<file path="config.mk">
export PLATFORM = sky130hd
export DESIGN_NAME = desc_walker
export DESIGN_NICKNAME = d
export VERILOG_FILES = /design/src/rtl/desc_walker.sv
export SDC_FILE = /design/constraint.sdc
export NUM_CORES = 1
export LEC_CHECK = 0
export BUFFER_PORTS_ARGS = -buffer_cell sky130_fd_sc_hd__buf_2
export CORE_AREA = 2 2 86 171
export DETAILED_ROUTE_END_ITERATION = 6
export DIE_AREA = 0 0 88 173
export PLACE_DENSITY = 0.67
export SLEW_MARGIN = 20
export SYNTH_ARGS = -nofsm -noshare
export SYNTH_HDL_FRONTEND = slang
export SYNTH_SLANG_ARGS = --single-unit
export TNS_END_PERCENT = 100
</file>
<file path="constraint.sdc">
create_clock -name clk -period 2.8 [get_ports clk]
set_clock_uncertainty 0.15 [all_clocks]
set_input_delay 0.28 -clock clk [delete_from_list [all_inputs] [get_ports clk]]
set_output_delay 0.28 -clock clk [all_outputs]
set_load 0.01 [all_outputs]
</file>
<file path="src/rtl/desc_walker.sv">
`timescale 1ns/1ps
module desc_walker #(
  parameter int LEN_W   = 16,
  parameter int DIR_BIT = 31
) (
  input  logic             clk,
  input  logic             rst_n,
  input  logic             start,
  input  logic [31:0]      start_ptr,
  output logic             rd_req,
  output logic [31:0]      rd_addr,
  input  logic             rd_rvalid,
  input  logic [31:0]      rd_rdata,
  output logic             cmd_valid,
  input  logic             cmd_ready,
  output logic [31:0]      cmd_addr,
  output logic [LEN_W-1:0] cmd_len,
  output logic [2:0]       cmd_idx,
  output logic             cmd_dir,
  output logic [2:0]       cmd_cat,
  output logic [1:0]       cmd_type,
  output logic [15:0]      cmd_ctrl,
  output logic             busy,
  output logic             irq,
  output logic             err
);
  localparam int WORDS = 16;
  localparam int WI_W  = $clog2(WORDS);
  localparam logic [WI_W-1:0] LAST = WI_W'(WORDS - 1);

  typedef enum logic [1:0] {S_IDLE, S_REQ, S_WAIT, S_CMD} st_t;

  st_t              st;
  logic [31:0]      base_q;
  logic [WI_W-1:0]  widx_q;
  logic [2:0]       cat_q;
  logic [1:0]       typ_q;
  logic [2:0]       np_q;
  logic [15:0]      ctl_q;
  logic [31:0]      ptr_q;
  logic [LEN_W-1:0] len_q;
  logic             dir_q;
  logic             irq_q;
  logic             err_q;

  logic [2:0] in_cat;
  logic       hdr_ok;
  logic       pair_used;
  logic       unused_lo;

  assign in_cat    = rd_rdata[31:29];
  assign hdr_ok    = (in_cat >= 3'd1) && (in_cat <= 3'd4) && (rd_rdata[18:16] != 3'd0);
  assign pair_used = widx_q[WI_W-1:1] <= np_q;
  assign unused_lo = ^start_ptr[1:0];

  assign rd_req    = (st == S_REQ);
  assign rd_addr   = base_q + {{(30-WI_W){1'b0}}, widx_q, 2'b00};
  assign cmd_valid = (st == S_CMD);
  assign cmd_addr  = ptr_q;
  assign cmd_len   = len_q;
  assign cmd_idx   = widx_q[WI_W-1:1];
  assign cmd_dir   = dir_q;
  assign cmd_cat   = cat_q;
  assign cmd_type  = typ_q;
  assign cmd_ctrl  = ctl_q;
  assign busy      = (st != S_IDLE);
  assign irq       = irq_q;
  assign err       = err_q;

  always_ff @(posedge clk or negedge rst_n) begin
    if (!rst_n) begin
      st     <= S_IDLE;
      base_q <= '0;
      widx_q <= '0;
      cat_q  <= '0;
      typ_q  <= '0;
      np_q   <= '0;
      ctl_q  <= '0;
      ptr_q  <= '0;
      len_q  <= '0;
      dir_q  <= 1'b0;
      irq_q  <= 1'b0;
      err_q  <= 1'b0;
    end else begin
      case (st)
        S_IDLE: if (start) begin
          base_q <= {start_ptr[31:2], 2'b00};
          widx_q <= '0;
          irq_q  <= 1'b0;
          err_q  <= 1'b0;
          st     <= S_REQ;
        end
        S_REQ: st <= S_WAIT;
        S_WAIT: if (rd_rvalid) begin
          if (widx_q == '0) begin
            cat_q <= in_cat;
            typ_q <= rd_rdata[27:26];
            np_q  <= rd_rdata[18:16];
            ctl_q <= rd_rdata[15:0];
            if (hdr_ok) begin
              widx_q <= widx_q + WI_W'(1);
              st     <= S_REQ;
            end else begin
              irq_q <= 1'b1;
              err_q <= 1'b1;
              st    <= S_IDLE;
            end
          end else if (widx_q == LAST) begin
            if (rd_rdata == 32'd0) begin
              irq_q <= 1'b1;
              st    <= S_IDLE;
            end else begin
              base_q <= {rd_rdata[31:2], 2'b00};
              widx_q <= '0;
              st     <= S_REQ;
            end
          end else if (widx_q[0]) begin
            ptr_q  <= rd_rdata;
            widx_q <= widx_q + WI_W'(1);
            st     <= S_REQ;
          end else begin
            len_q <= rd_rdata[LEN_W-1:0];
            dir_q <= rd_rdata[DIR_BIT];
            if (pair_used) begin
              st <= S_CMD;
            end else begin
              widx_q <= widx_q + WI_W'(1);
              st     <= S_REQ;
            end
          end
        end
        S_CMD: if (cmd_ready) begin
          widx_q <= widx_q + WI_W'(1);
          st     <= S_REQ;
        end
        default: st <= S_IDLE;
      endcase
    end
  end
endmodule

</file>
==> flow_summary.yaml <==
outcome:
  status: "completed"
drt:
  via_per_inst: 5.109
  initialDrtViolationCount: 163
  remaining_drc_errors: 0
  vias: 4414
  drt-total-wl_um: 15680
  drt_pass1_iterations: 4
  wl_per_cell_um: 18.14
  ant_nets: 0
synth:
  syn_area_um2: 5480
  synthAdderAreaFrac_pct: 3.333
  synth-seq-area-share_pct: 50.68
  synthSimpleGateAreaFrac_pct: 11.76
  yosys.cell_types.count: 50
  synth.avg_cell_area_um2: 11.42
  synth-main-ff-cell: "dfrtp_1"
  synth_top_family_by_area: "multiplexers"
  postSynthCellCount: 480
  synth-compound-area-share_pct: 11.19
  async_reset_ff_share_pct: 100.0
  synthMuxAreaShare_pct: 14.98
  synth_edf_count: 0
  ys_warn_count: 0
  synthXorXnorAreaFrac_pct: 4.635
  synth_seq_cells: 111
layout:
  final_common_cell: "buf_2"
  syn_to_final_growth_pct: 29.18
  final_core_util_pct: 51.25
  drive_above_1_share_pct: 47.70
  final_area_um2: 7079
  layout_common_cells: "173 x buf_2, 110 x dfrtp_1, 71 x nand2_1, 71 x mux2_2, 22 x buf_4"
  fin_nets: 754
  antenna_cells: 0
place:
  placement.io_buffers: 174
  place_hpwl_um: 11920
  place_congestion: 0.9073
  place_area_um2: 6646
timing:
  setup_viol: 0
  max-slew-margin-rel_pct: 55.44
  hold_viol: 0
  rsz0062_at_grt: "true"
  fmax_mhz: 362.3
  fin_worst_hold_slack_ps: 11.87
  period_minus_slack_ps: 2760
  worst-slew-pin-transition_ps: 668.4
  maxSlewViolCount: 0
  fin_crit_sh_pct: 98.58
die:
  die_x_um: 88
  dieArea_um2: 15220
  boundaryPins: 179
  die-height_um: 173
  rows: 61
  start_util_pct: 39.67
  core_area_um2: 13810
worst_setup_path:
  r2r_cells: 7
  start_kind: "flop"
  critPathMaxFanout: 5
  worst-setup-path-type: "reg2out"
  crit_arrival_ps: 2330
  end_kind: "output pin"
  crit_required_ps: 2370
worst_hold_path:
  hp-class: "in2reg"
  whs_path_depth: 3
power:
  leakage_nw: 3.627
  fin_total_pwr_mw: 7.324
  ir_drop_uv: 506.0
  power_density_nw_per_um2: 1034
cts:
  ctsRootBufferMaster: "clkbuf_16"
  clkTransAtPathRegs_ps: 80
  htreeDepth: 3
  cts_sinks: 111
  numCtsBuffers: 9
  cts.path.max_buffers: 2
  cts_tree: "built"
  clk-insertion-delay-late_ps: 350
grt:
  antenna_found_initial: 0
  grt_max_degree: 112
  overflow: 0
  grt_pass1_vias: 4685
  grt_pass1_wl_um: 24370
  grtUsageTotal_pct: 20.97
job:
  max-cap-violations: 0
==> cells by family after synthesis <==
| kind of cell | after synthesis |
|---|---|
| simple gates | 139 |
| flops | 111 |
| compound gates | 77 |
| mux | 73 |
| buf+inv | 36 |
| xor+xnor | 29 |
| fa+ha+maj | 14 |
| other cells | 1 |
==> metrics by stage <==
stage / cells / setup slack (ps) / TNS [ps]
2_1_floorplan: 481 / 207.4 / 0
3_3_place_gp: 837 / 175.0 / 0
3_5_place_dp: 837 / 152.7 / 0
4_1_cts: 861 / -7.734 / -7.734
5_1_grt: 864 / -67.64 / -282.8
6_report: 864 / 39.76 / 0
==> power by group <==
part	switching (mW)	total, mW	leakage [nW]	internal [mW]
Clock	0.606	1.24	0.129	0.632
Sequential	0.442	2.70	1.43	2.26
Combinational	1.78	3.38	2.07	1.60
Total	2.83	7.32	3.63	4.49
==> Yosys cell counts (4+ instances only) <==
| master | count | share of area [%] |
|---|---|---|
| clkbuf_1 | 10 | 0.69 |
| a21oi_1 | 14 | 1.3 |
| ha_1 | 13 | 3.0 |
| nand2_1 | 72 | 4.9 |
| a22oi_1 | 8 | 1.1 |
| a22oi_2 | 18 | 4.1 |
| and3_1 | 12 | 1.4 |
| xor2_1 | 9 | 1.4 |
| buf_1 | 4 | 0.27 |
| nor3_1 | 5 | 0.46 |
| dfrtp_1 | 111 | 51 |
| buf_4 | 5 | 0.69 |
| nand3_1 | 8 | 0.73 |
| xnor2_1 | 20 | 3.2 |
| inv_1 | 11 | 0.75 |
| o22ai_1 | 9 | 1.0 |
| mux2_2 | 71 | 15 |
| nor4_1 | 6 | 0.69 |
| nor2_1 | 16 | 1.1 |
| o21ai_0 | 9 | 0.82 |
==> final cells by class <==
type | count | area [um2]
fill | 1280 | 6735
timing repair buffer | 204 | 1165
clock buffer | 10 | 239.0
clock inverter | 5 | 42.54
tap | 189 | 236.5
sequential | 111 | 2779
multi-input combinational | 334 | 2576
inverter | 11 | 41.29
==> flip-flops by register name (all words and copies together) (netlist names) <==
name	count
cmd_addr	32
cmd_len	16
cmd_cat	3
np_q	3
err	1
base_q	30
st	2
cmd_ctrl	16
irq	1
cmd_type	2
widx_q	4
cmd_dir	1
==> repair_timing <==
action                     in CTS  in global routing
pin swaps                       2                  5
hold buffers                    2                  0
hold endpoints to repair      112                  0
setup endpoints to repair      21                 16
gates resized for setup         9                 11
buffers inserted                7                  3
==> worst max-delay path, stage by stage, from the launching register on <==
cell	delay, ps
dfrtp_2	430
ha_1	320
a21oi_2	180
nor2b_2	70
o31a_1	340
and2_4	200
and3_1	180
xor2_1	130
buf_2	140
==> routing by layer <==
| metal | track usage (%) | wire (um) |
|---|---|---|
| met2 | 37.85 | 8609 |
| met4 | 9.359 | 580 |
| met5 | 0 | 0 |
| met1 | 23.41 | 5899 |
| met3 | 3.198 | 586 |
==> final timing paths <==
| kind | to | slack, ps | startpoint |
|---|---|---|---|
| min in group asynchronous | widx_q[2] | 360 | rst_n |
| hold / removal | base_q[22] | 10 | start_ptr[22] |
| setup reg to reg | cmd_len[10] | 110 | widx_q[0] |
| hold reg to reg | base_q[16] | 330 | base_q[16] |
| max in group asynchronous | cmd_ctrl[8] | 1600 | rst_n |
| setup / recovery | rd_addr[15] | 40 | widx_q[1] |
No activity file was read; power rests on OpenSTA's default activity.
